<file path="src/rtl/dma_chunk_pkg.sv">
package dma_chunk_pkg;
  localparam int WIDE_EN_LO = 0;
  localparam int WIDE_EN_HI = 1;
  localparam int TABLE_EN   = 2;

  typedef enum logic [1:0] {
    ST_IDLE = 2'd0,
    ST_WAIT = 2'd1,
    ST_REQ  = 2'd2
  } stepState_t;

  typedef struct packed {
    logic capture;
    logic commit;
  } strobe_t;
endpackage

</file>
<file path="src/rtl/dma_chunk_path.sv">
module dma_chunk_path
  import dma_chunk_pkg::*;
#(
  parameter int CW = 24,
  parameter int AW = 32,
  parameter int UW = 32,
  parameter int SW = 32
) (
  input  logic          clk,
  input  logic          rst,
  input  strobe_t       strobe,
  input  logic          idle,
  input  logic          reqOpen,
  input  logic          loadMove,
  input  logic [CW-1:0] loadCount,
  input  logic [AW-1:0] loadAddr,
  input  logic [UW-1:0] upperNext,
  input  logic [UW-1:0] upperData,
  input  logic [UW-1:0] upperBlock,
  input  logic [7:0]    modeCtl,
  input  logic          devLenValid,
  input  logic [CW-1:0] devLen,
  output logic [UW+AW-1:0] memAddr,
  output logic [CW-1:0] memLen,
  output logic [CW-1:0] remCount,
  output logic [AW-1:0] curAddr,
  output logic [SW-1:0] cumCount,
  output logic [CW-1:0] devLenQ,
  output logic          devZero,
  output logic          drainNow
);
  logic          wideMode;
  logic [UW-1:0] upperSel;
  logic [CW-1:0] sizeNext;

  assign wideMode = (modeCtl[WIDE_EN_LO] & modeCtl[WIDE_EN_HI]) | modeCtl[TABLE_EN];

  always_comb begin
    if (wideMode)               upperSel = upperNext;
    else if (upperData != '0)   upperSel = upperData;
    else if (upperBlock != '0)  upperSel = upperBlock;
    else                        upperSel = '0;
  end

  assign sizeNext = (remCount < devLenQ) ? remCount : devLenQ;
  assign devZero  = (devLenQ == '0);
  assign drainNow = (devLenQ == memLen);

  always_ff @(posedge clk) begin
    if (rst) begin
      remCount <= '0;
      curAddr  <= '0;
      cumCount <= '0;
      devLenQ  <= '0;
      memAddr  <= '0;
      memLen   <= '0;
    end else begin
      if (strobe.capture) begin
        memAddr <= {upperSel, curAddr};
        memLen  <= sizeNext;
      end
      if (strobe.commit) begin
        remCount <= remCount - memLen;
        curAddr  <= curAddr + AW'(memLen);
        cumCount <= cumCount + SW'(memLen);
        devLenQ  <= devLenQ - memLen;
      end else if (devLenValid && !reqOpen) begin
        devLenQ <= devLen;
      end
      if (loadMove && idle) begin
        remCount <= loadCount;
        curAddr  <= loadAddr;
      end
    end
  end
endmodule

</file>
<file path="src/rtl/dma_chunk_ctrl.sv">
module dma_chunk_ctrl
  import dma_chunk_pkg::*;
(
  input  logic    clk,
  input  logic    rst,
  input  logic    go,
  input  logic    dirOut,
  input  logic    memAck,
  input  logic    devZero,
  input  logic    drainNow,
  output strobe_t strobe,
  output logic    idle,
  output logic    reqOpen,
  output logic    memReq,
  output logic    memRead,
  output logic    busy,
  output logic    writeDone,
  output logic    readMore,
  output logic    resume
);
  stepState_t state, stateNext;

  always_comb begin
    stateNext      = state;
    strobe.capture = 1'b0;
    strobe.commit  = 1'b0;
    unique case (state)
      ST_IDLE: if (go) stateNext = ST_WAIT;
      ST_WAIT: if (!devZero) begin
        stateNext      = ST_REQ;
        strobe.capture = 1'b1;
      end
      ST_REQ: if (memAck) begin
        stateNext     = ST_IDLE;
        strobe.commit = 1'b1;
      end
      default: stateNext = ST_IDLE;
    endcase
  end

  assign idle    = (state == ST_IDLE);
  assign reqOpen = (state == ST_REQ);
  assign memReq  = reqOpen;
  assign busy    = !idle;

  always_ff @(posedge clk) begin
    if (rst) begin
      state     <= ST_IDLE;
      memRead   <= 1'b0;
      writeDone <= 1'b0;
      readMore  <= 1'b0;
      resume    <= 1'b0;
    end else begin
      state     <= stateNext;
      if (strobe.capture) memRead <= dirOut;
      writeDone <= strobe.commit && drainNow && memRead;
      readMore  <= strobe.commit && drainNow && !memRead;
      resume    <= strobe.commit && !drainNow;
    end
  end
endmodule

</file>
<file path="src/rtl/dma_chunk_engine.sv">
module dma_chunk_engine
  import dma_chunk_pkg::*;
#(
  parameter int CW = 24,
  parameter int AW = 32,
  parameter int UW = 32,
  parameter int SW = 32
) (
  input  logic             clk,
  input  logic             rst,
  input  logic             loadMove,
  input  logic [CW-1:0]    loadCount,
  input  logic [AW-1:0]    loadAddr,
  input  logic [UW-1:0]    upperNext,
  input  logic [UW-1:0]    upperData,
  input  logic [UW-1:0]    upperBlock,
  input  logic [7:0]       modeCtl,
  input  logic             dirOut,
  input  logic             devLenValid,
  input  logic [CW-1:0]    devLen,
  input  logic             go,
  output logic             memReq,
  output logic             memRead,
  output logic [UW+AW-1:0] memAddr,
  output logic [CW-1:0]    memLen,
  input  logic             memAck,
  output logic [CW-1:0]    remCount,
  output logic [AW-1:0]    curAddr,
  output logic [SW-1:0]    cumCount,
  output logic             busy,
  output logic             writeDone,
  output logic             readMore,
  output logic             resume
);
  strobe_t       strobe;
  logic          idle, reqOpen, devZero, drainNow;
  logic [CW-1:0] devLenQ;

  dma_chunk_ctrl u_ctrl (
    .clk(clk), .rst(rst), .go(go), .dirOut(dirOut), .memAck(memAck),
    .devZero(devZero), .drainNow(drainNow), .strobe(strobe), .idle(idle),
    .reqOpen(reqOpen), .memReq(memReq), .memRead(memRead), .busy(busy),
    .writeDone(writeDone), .readMore(readMore), .resume(resume)
  );

  dma_chunk_path #(.CW(CW), .AW(AW), .UW(UW), .SW(SW)) u_path (
    .clk(clk), .rst(rst), .strobe(strobe), .idle(idle), .reqOpen(reqOpen),
    .loadMove(loadMove), .loadCount(loadCount), .loadAddr(loadAddr),
    .upperNext(upperNext), .upperData(upperData), .upperBlock(upperBlock),
    .modeCtl(modeCtl), .devLenValid(devLenValid), .devLen(devLen),
    .memAddr(memAddr), .memLen(memLen), .remCount(remCount),
    .curAddr(curAddr), .cumCount(cumCount), .devLenQ(devLenQ),
    .devZero(devZero), .drainNow(drainNow)
  );
endmodule

</file>
<file path="config.mk">
export PLATFORM = sky130hd
export DESIGN_NAME = dma_chunk_engine
export DESIGN_NICKNAME = d
export VERILOG_FILES = /design/src/rtl/dma_chunk_pkg.sv /design/src/rtl/dma_chunk_path.sv /design/src/rtl/dma_chunk_ctrl.sv /design/src/rtl/dma_chunk_engine.sv
export SDC_FILE = /design/constraint.sdc
export NUM_CORES = 1
export LEC_CHECK = 0
export BUFFER_PORTS_ARGS = -buffer_cell sky130_fd_sc_hd__buf_4
export CORE_MARGIN = 8
export CORE_UTILIZATION = 49
export CTS_CLUSTER_DIAMETER = 100
export DETAILED_ROUTE_END_ITERATION = 16
export PLACE_DENSITY_LB_ADDON = 0.2
export SLEW_MARGIN = 20
export SYNTH_ARGS = -nofsm -noshare
export SYNTH_HDL_FRONTEND = slang
export SYNTH_HIERARCHICAL = 1
export SYNTH_SLANG_ARGS = --single-unit
</file>
<file path="constraint.sdc">
create_clock -name clk -period 2.5 [get_ports clk]
set_input_delay 0.125 -clock clk [delete_from_list [all_inputs] [get_ports clk]]
set_output_delay 0.125 -clock clk [all_outputs]
set_load 0.02 [all_outputs]
</file>
# [Word level (Yosys, flattened, before mapping)]
# Cells that the tools add are included.
[totals] ff_bits=206 latchBits=0 ram_bits=0 rom_bits=0 out_inout_bits=182 elab_cells=59 mem_count=0
[classes] n_addsub=4 multipliers=0 div=0 order_cmp=1 eq_ne=6 shift=0 mux=18 bitwise=2 n_reduce_logical=17
[ops] op="2-to-1 mux 32 bit" n=5
[ops] op="2-to-1 mux 24 bit" n=5
[ops] op="adder 32 x 24 -> 32 bit" n=2
[ops] op="nonzero test 32 bit" n=2
[ops] op="subtractor 24 bit" n=2
[ops] op="equality test 24 bit" n=1
[ops] op="zero test 24 bit" n=1
[ops] op="< comparator 24 bit" n=1
[ops] op="logical AND 1 bit" n=6
[ops] op="2-to-1 mux 2 bit" n=3
[ops] op="!= test 2 bit, second input constant" n=3
[ops] op="one-hot mux 2 bit (3 select lines)" n=1
[ops] op="zero test 1 bit" n=4
[ops] op="2-to-1 mux 1 bit" n=4
[ops] op="nonzero test 2 bit" n=2
[ops] op="AND reduction 3 bit" n=1
[ops] op="equality test 2 x 1 -> 1 bit, second input constant" n=1
[ops] op="equality test 2 bit, second input constant" n=1
[ops] op="zero test 2 bit" n=1
[ops] op="AND 1 bit" n=1
[ops] op="OR 1 bit" n=1

# [Logic depth before layout (Yosys ltp)]
# Gate-level depths: netlist of run 1.
[logic_depth] depth_word=5 mapped_depth=12 depth_no_buf=12

# [Hierarchy]
# Netlist of run 1, hierarchy kept.
[by_module_without_submodules] mod="dma_chunk_path" n_inst=1 cells_per_inst=1762 area_per_inst_um2=13943.4 seq_area_each_um2=4003.8
[by_module_without_submodules] mod="dma_chunk_ctrl" n_inst=1 cells_per_inst=24 area_per_inst_um2=270.3 seq_area_each_um2=120.1

# [Worst setup path before layout of run 1]
# OpenSTA, ideal clock, no wires.
[synth_timing] path_kind="register to register" startpoint="reg u_path.memLen[1]" endpoint="reg u_path.remCount[16]" t_arrival_ns=2.730 required_time_ns=2.376 slack_ns=-0.354 stages_incl_launch_ff=11 n_path_buf=0 cell_sequence="dfxtp_1 inv_1 fa_1 a21oi_1 o211ai_1 a221oi_1 o21ai_0 a21o_1 a21oi_1 xor2_1 o21ai_0"
[synth_between] elab_chain_len=3
[synth_lines] element="start, declared" line="dma_chunk_path.sv:24" text="output logic [CW-1:0] memLen,"
[synth_lines] element="start signal, assigned" line="dma_chunk_path.sv:60" text="memLen <= sizeNext;"
[synth_lines] element="subtractor 24 bit" line="dma_chunk_path.sv:63" text="remCount <= remCount - memLen;"
[synth_lines] element="2-to-1 mux 24 bit" line="dma_chunk_path.sv:62" text="if (strobe.commit) begin"
[synth_lines] element="2-to-1 mux 24 bit" line="dma_chunk_path.sv:70" text="if (loadMove && idle) begin"
[synth_lines] element="end signal, assigned" line="dma_chunk_path.sv:63"
[synth_lines] element="end signal, assigned" line="dma_chunk_path.sv:71" text="remCount <= loadCount;"
[synth_lines] element="end, declared" line="dma_chunk_path.sv:25" text="output logic [CW-1:0] remCount,"
# No other way between the ends. The select of a mux whose other input is x is not followed.
# A chain may end at the register's enable or synchronous reset.

# [Worst setup path in the final report of run 1]
[layout_timing] startpoint="reg u_path.memLen[1]" endpoint="reg u_path.curAddr[17]"
[layout_between] elab_chain_len=3
[layout_lines] element="adder 32 x 24 -> 32 bit" line="dma_chunk_path.sv:64" text="curAddr <= curAddr + AW'(memLen);"
[layout_lines] element="2-to-1 mux 32 bit" line="dma_chunk_path.sv:62"
[layout_lines] element="2-to-1 mux 32 bit" line="dma_chunk_path.sv:70"
[layout_lines] element="end signal, assigned" line="dma_chunk_path.sv:64"
[layout_lines] element="end signal, assigned" line="dma_chunk_path.sv:72" text="curAddr <= loadAddr;"
[layout_lines] element="end, declared" line="dma_chunk_path.sv:26" text="output logic [AW-1:0] curAddr,"
# No other way between the ends. The select of a mux whose other input is x is not followed.

==> flow_summary_export.csv, run 1 <==
group,metric,value,unit
floorplan,rows,62,
global_route,overflow,0,
detailed_routing,route.detailed.drc,0,
timing,skew,0.00851,ns
hold_path,hold_class,"in -> reg",
logic_synthesis,netlist_area,14200,µm²
logic_synthesis,ys_ff_latch,206,
worst_setup_path,crit_path_max_fanout,6,
clocking,clk_latency,0.53,ns
detailed_routing,viasPerCell,5.94,
clocking,cts_buffers,25,
timing,worst_slew_pin_slew,0.668,ns
floorplan,die_w,186,µm
floorplan,start_util,49.7,%
logic_synthesis,yosysSeqAreaShare,29.0,%
worst_setup_path,cp.required,2.95,ns
detailed_routing,routed_wl,61.8,mm
cells_and_area,drive_gt1_share,36.8,%
pwr,p_per_area,595,nW/µm²
logic_synthesis,ys.flop_type,"dfxtp_1",
place,place.gp.congestion,0.990,
timing,min_period,2.70,ns
global_route,grt_pass1_wl,92.1,mm
logic_synthesis,syn_inst,1786,
clocking,clock_path_buffers,3,
logic_synthesis,synth.avg_cell_area,7.96,µm²
detailed_routing,ant_nets,0,
floorplan,core,28600,µm²
run_status,violations,"negative setup slack",
floorplan,fp.dieH,186,µm
logic_synthesis,syn_nets,2098,
logic_synthesis,synth_cell_types,78,
logic_synthesis,synthArstFlopShare,0,%
timing,tns,-3.14,ns
timing,rsz0062_at_grt,"yes",
detailed_routing,drtIter0Drc,1275,
pwr,max-vdd-ir-drop,0.000567,V
clocking,htreeDepth,1,
logic_synthesis,ys_warn_count,6,
place,dp_hpwl,45.0,mm
cells_and_area,area_growth,57.0,%
cells_and_area,fin_nets,2760,
clocking,cts-root-buf,"clkbuf_16",
detailed_routing,firstDrtPassIters,8,
global_route,grt_pass1_vias,16747,
worst_setup_path,crit_path_start_kind,"register",
global_route,grt_max_degree,52,
detailed_routing,avgRoutedWirePerCell,21.7,µm
place,pre_cts_slack,-0.232,ns
worst_setup_path,criticalPathCategory,"reg -> reg",
cells_and_area,layout_common_cells,"buf_4, nor2_1, dfxtp_1, a21oi_1, a211oi_1",
timing,setup_viol,40,
timing,finalHoldViolations,0,
cells_and_area,mostFrequentLayoutCell,"buf_4",
worst_setup_path,critPathArrivalTime,3.15,ns
clocking,clock-sinks,206,
timing,fmaxAchievable,370,MHz
run_status,status,"complete, but fails checks",
global_route,track_usage,32.1,%
pwr,p_leak,9.88,nW
timing,slew_headroom,55.4,%
clocking,path_clk_slew,0.06,ns
timing,worst_slack,-0.202,ns
cells_and_area,seq_area,4190,µm²
place,portBuffers,367,
detailed_routing,vias,16945,
logic_synthesis,synth_edf_count,0,
worst_setup_path,cp-end-kind,"register",
clocking,cts_tree,"built",
timing,drv_slew,0,
job,drv_cap,0,
global_route,antenna_found_initial,1,
cells_and_area,multi_input_area,10500,µm²
floorplan,dieArea,34700,µm²
cells_and_area,fillCellCount,1971,
timing,post-route-period-util,108,%
floorplan,ios,373,
[metrics by stage]
stage               utilization, %  hold slack, ns  cells  total power, mW  instance area, µm²
finish                        77.9          0.0223   2851             13.3               22300
CTS                           75.1         0.00128   2834             12.7               21500
floorplan                        -           0.196   1786             6.49               14300
global placement              66.9           0.353   2681             8.50               19100
global route                  77.9          0.0287   2851             13.9               22300
detailed placement            66.9           0.362   2681             8.58               19100
[flip-flops by register name (all words and copies together), names as in the netlist]
name,flops
u_ctrl/state,2
u_path/curAddr,32
u_path/memAddr,64
u_ctrl/writeDone,1
u_ctrl/memRead,1
u_path/remCount,24
u_ctrl/readMore,1
u_path/cumCount,32
u_ctrl/resume,1
u_path/memLen,24
u_path/devLenQ,24
[final cells by class]
cell class,count,share of cell area (%)
Antenna cell,1,0.0112
Multi-Input combinational cell,1398,47.2
Inverter,81,1.37
Sequential cell,206,18.8
Tap cell,384,2.15
Clock inverter,17,0.796
Timing Repair Buffer,736,26.7
Clock buffer,28,3.04
[cells by family after synthesis]
kind of cell | after synthesis | synth area share (%)
AND/OR/NAND/NOR | 546 | 18.2
XOR/XNOR | 74 | 4.56
buffers and inverters | 182 | 4.84
flip-flops | 206 | 29.0
adder cells (fa/ha/maj) | 121 | 10.9
AO/OA/AOI/OAI | 578 | 26.9
multiplexers | 79 | 5.66
[worst paths after layout]
kind              slack (ns)                       startpoint                              end  depth (start not counted)
setup reg to reg       -0.20    u_path/memLen[1]$_SDFFE_PP0P_  u_path/curAddr[17]$_SDFFE_PP0P_                         10
setup / recovery       -0.20    u_path/memLen[1]$_SDFFE_PP0P_  u_path/curAddr[17]$_SDFFE_PP0P_                         10
hold reg to reg         0.47  u_path/memAddr[41]$_SDFFE_PP0P_  u_path/memAddr[41]$_SDFFE_PP0P_                          2
hold / removal          0.02                    upperData[12]  u_path/memAddr[44]$_SDFFE_PP0P_                          5
[worst max-delay path: stages (launching register included)]
cell and delay, ns:
dfxtp_4 0.42, ha_4 0.22, a211o_1 0.28, a21o_1 0.20, a2111oi_4 0.38, buf_4 0.19, o31a_4 0.15, o21a_4 0.15
o21ai_2 0.06, mux2_4 0.31, a311oi_2 0.25
[cells in the mapped netlist, types with 4 or more instances]
| library cell | count | area share, % |
|---|---|---|
| o21bai_1 | 12 | 0.63 |
| a31oi_1 | 13 | 0.57 |
| o22ai_1 | 7 | 0.31 |
| a211o_1 | 8 | 0.49 |
| or3_1 | 7 | 0.31 |
| o221ai_1 | 26 | 1.6 |
| nand3_1 | 29 | 1.0 |
| clkbuf_1 | 85 | 2.2 |
| and3_1 | 17 | 0.75 |
| a21oi_1 | 191 | 6.7 |
| o21a_1 | 13 | 0.69 |
| fa_1 | 4 | 0.56 |
| o21ai_0 | 55 | 1.9 |
| or2_2 | 6 | 0.26 |
| nor2b_1 | 15 | 0.66 |
| and2_1 | 6 | 0.26 |
| mux2_1 | 11 | 0.87 |
| nor3_1 | 79 | 2.8 |
| nand4_1 | 25 | 1.1 |
| o21ai_1 | 12 | 0.42 |
| nand2_1 | 76 | 2.0 |
| nand2b_1 | 13 | 0.57 |
| and4_1 | 5 | 0.31 |
| nor2_1 | 227 | 6.0 |
| xor2_1 | 19 | 1.2 |
| dfxtp_1 | 206 | 29 |
| xnor2_1 | 55 | 3.4 |
| a21o_1 | 64 | 3.4 |
| a211oi_1 | 114 | 6.0 |
| nor4_1 | 26 | 1.1 |
| buf_1 | 14 | 0.37 |
| ha_1 | 117 | 10 |
| o211ai_1 | 12 | 0.63 |
| inv_1 | 79 | 2.1 |
| mux2i_1 | 68 | 4.8 |
| o31ai_1 | 10 | 0.53 |
[power by group]
group          switching [mW]  internal [mW]
clock network            1.54           2.26
registers               0.265           3.51
logic                    2.97           2.71
[per-layer routing]
layer	wire length (µm)	vias to the layer above	global-route usage, %
met5	0	-	0
met1	23600	7965	37.4
met4	3080	0	15.0
met2	29900	879	56.0
li1	-	7910	-
met3	5170	191	6.13
[timing repair]
item | 4_1_cts | 5_1_grt
pin swaps | 57 | 106
endpoints found under the setup margin | 50 | 121
hold endpoints to repair | 101 | 0
buffers inserted | 19 | 23
resized for setup | 84 | 150
hold buffers | 89 | 0
No activity file was read; power rests on OpenSTA's default activity.
==> run 2: changes to the inputs <==
--- a/config.mk
+++ b/config.mk
@@ -7,7 +7,7 @@
 export LEC_CHECK = 0
 export BUFFER_PORTS_ARGS = -buffer_cell sky130_fd_sc_hd__buf_4
 export CORE_MARGIN = 8
-export CORE_UTILIZATION = 49
+export CORE_UTILIZATION = 25
 export CTS_CLUSTER_DIAMETER = 100
 export DETAILED_ROUTE_END_ITERATION = 16
 export PLACE_DENSITY_LB_ADDON = 0.2
==> run 2 against run 1 <==
The flow still finishes with violations (negative setup slack). Wire length grew 9.2%. Global-route usage shrank 13 points. Clock skew grew 0.024 ns. First-iteration DRC count shrank 36%. Utilization shrank 35 points. Cell area grew 7.9%.
==> flow_summary_export.csv, run 2 (same netlist as run 1, synthesis figures left out) <==
group,metric,value,unit
worst_setup_path,r2r_cells,11,
job,drv_cap,0,
global_route,grt_pass1_vias,16850,
cells_and_area,diodes,0,
cells_and_area,mostFrequentLayoutCell,"buf_4",
timing,slew_headroom,29.3,%
worst_setup_path,worstPathCellList,"clkinvlp_4 -> buf_12 -> fa_2 -> a21o_1 -> a21o_1 -> a21oi_4 -> o31ai_4 -> a221o_1 -> a21oi_2 -> nor2_1 -> a2111oi_0",
floorplan,fp.dieH,254,µm
cells_and_area,largest_registers,"u_path/memAddr (64), u_path/cumCount (32), u_path/curAddr (32)",
floorplan,rows,87,
timing,worst_slack,-0.188,ns
timing,worst_slew_pin_slew,1.06,ns
place,pre_cts_slack,-0.267,ns
timing,fmaxAchievable,372,MHz
global_route,overflow,0,
cells_and_area,fin_nets,2882,
clocking,clock-sinks,206,
hold_path,hold_class,"in -> reg",
run_status,violations,"negative setup slack",
cells_and_area,layoutNonFillerInstCount,3347,
detailed_routing,routed_wl,67.5,mm
place,place.gp.congestion,0.978,
worst_setup_path,critPathLaunch,"u_path/memLen[1]$_SDFFE_PP0P_",
floorplan,core,56300,µm²
pwr,switching_share,35.2,%
pwr,p_sw,4.97,mW
cells_and_area,regMostFlops,"u_path/memAddr",
worst_setup_path,criticalPathCategory,"reg -> reg",
worst_setup_path,cp_top_family,"compound AO/OA/AOI/OAI gates",
place,portBuffers,367,
clocking,clk_latency,0.58,ns
cells_and_area,fillCellCount,5684,
worst_setup_path,r2r_setup_slack,-0.19,ns
global_route,grt_max_degree,58,
pwr,max-vdd-ir-drop,0.000512,V
timing,post-route-period-util,108,%
pwr,internal-power,9.14,mW
timing,rsz0062_at_grt,"yes",
detailed_routing,route.detailed.drc,0,
detailed_routing,vias,16739,
worst_setup_path,critPathBufInv,2,
clocking,htreeDepth,1,
detailed_routing,ant_nets,0,
hold_path,min_to,"u_path/memAddr[49]$_SDFFE_PP0P_",
timing,setup_viol,33,
worst_setup_path,crit_top_cell,"a21o_1",
worst_setup_path,r2r_start,"u_path/memLen[1]$_SDFFE_PP0P_",
clocking,clock_path_buffers,3,
clocking,cts-root-buf,"clkbuf_16",
global_route,track_usage,19.3,%
cells_and_area,area_growth,69.4,%
place,dp_cells,3126,
cells_and_area,layout_common_cells,"buf_4, nor2_1, dfxtp_1, a21oi_1, dlygate4sd3_1",
pwr,seq_power_share,26.6,%
worst_setup_path,crit_path_start_kind,"register",
detailed_routing,drtIter0Drc,822,
pwr,combPwrFrac,42.6,%
clocking,cts_buffers,29,
pwr,p_leak,10.5,nW
floorplan,start_util,25.3,%
timing,skew,0.0328,ns
worst_setup_path,cp-end-kind,"register",
timing,finalHoldViolations,0,
pwr,pwr-share-clk,30.8,%
global_route,grt_pass1_wl,98.6,mm
floorplan,dieArea,64700,µm²
detailed_routing,viasPerCell,5.00,
timing,drv_slew,0,
worst_setup_path,r2r-end,"u_path/devLenQ[16]$_SDFFE_PP0P_",
floorplan,die_w,254,µm
clocking,path_clk_slew,0.06,ns
floorplan,ios,373,
run_status,status,"complete, but fails checks",
global_route,antenna_found_initial,0,
detailed_routing,avgRoutedWirePerCell,20.2,µm
pwr,p_per_area,586,nW/µm²
worst_setup_path,slowest_stage,"dfxtp_4",
hold_path,hp-start,"upperBlock[17]",
timing,min_period,2.69,ns
worst_setup_path,cpPeakStageDelay,0.41,ns
hold_path,whs_path_depth,5,
detailed_routing,firstDrtPassIters,8,
cells_and_area,drive_gt1_share,38.1,%
clocking,cts_tree,"built",
worst_setup_path,crit_path_max_fanout,6,
worst_setup_path,cp.required,2.96,ns
timing,tns,-2.92,ns
cells_and_area,largest_reg_flops,64,
cells_and_area,postLayoutCoreUtil,42.8,%
place,dp_hpwl,52.0,mm
worst_setup_path,critPathArrivalTime,3.15,ns
run 2: changes by cell type in the layout (fill, tap and decap cells not counted), sizes merged, moves of 3 or more:
| cell | before | now |
|---|---|---|
| clkinv | 9 | 6 |
| clkinvlp | 4 | 1 |
| clkbuf | 28 | 41 |
| dlygate4sd3 | 89 | 138 |
| buf | 647 | 715 |
run 2: area by class of cell:
cell class | instances | area, µm² | share of cell area, %
well taps | 756 | 946 | 3.93
repair buffers | 854 | 7020 | 29.1
clock inverters | 11 | 163 | 0.676
flip-flops and latches | 206 | 4180 | 17.3
multi-input cells | 1398 | 10600 | 44.2
inverters | 81 | 308 | 1.28
clock buffers | 41 | 821 | 3.41
run 2: power by group through the flow:
stage | clock network (mW) | logic (mW) | registers, mW
after global routing | 4.65 | 6.47 | 3.78
after floorplan | 0 | 2.49 | 4.00
final | 4.34 | 6.01 | 3.75
after CTS | 4.52 | 5.60 | 3.75
after global placement | 0 | 5.02 | 3.80
after detailed placement | 0 | 5.05 | 3.81
run 2: repair_timing:
action	4_1_cts	5_1_grt
pin swaps	59	82
gates resized for setup	103	136
buffers inserted	24	12
setup endpoints to repair	78	96
hold buffers	141	0
hold endpoints to repair	127	0
run 2: per-layer routing:
layer	share of wire (%)	routed length [µm]	track usage (%)	vias to the layer above
met5	0	0	0	-
met4	3.0	2030	5.41	0
met3	6.9	4660	4.06	92
met2	48	32100	33.7	530
met1	43	28700	23.9	7967
li1	-	-	-	8150
run 2: how the worst max path moves through the flow:
stage | to | slack, ns | cells past startpoint
final | u_path/devLenQ[16]$_SDFFE_PP0P_ | -0.19 | 11
after global routing | u_path/curAddr[31]$_SDFFE_PP0P_ | -0.31 | 10
after CTS | u_path/devLenQ[16]$_SDFFE_PP0P_ | -0.19 | 11
after detailed placement | u_path/devLenQ[23]$_SDFFE_PP0P_ | -0.27 | 12
after global placement | u_path/devLenQ[23]$_SDFFE_PP0P_ | -0.28 | 12
after floorplan | u_path/devLenQ[16]$_SDFFE_PP0P_ | 0.003 | 11
run 2: stage by stage:
stage | power (mW) | hold WS, ns | area [µm²]
floorplan | 6.49 | 0.196 | 14300
global placement | 8.82 | 0.351 | 20200
detailed placement | 8.85 | 0.355 | 20200
CTS | 13.9 | 0.000196 | 23400
global route | 14.9 | 0.0265 | 24100
finish | 14.1 | 0.0290 | 24100
run 2: worst register-to-register path, cell delays in order, from the launching register on:
cell	delay, ns
dfxtp_4	0.41
clkinvlp_4	0.17
buf_12	0.16
fa_2	0.39
a21o_1	0.16
a21o_1	0.21
a21oi_4	0.18
o31ai_4	0.11
a221o_1	0.33
a21oi_2	0.13
nor2_1	0.06
a2111oi_0	0.30
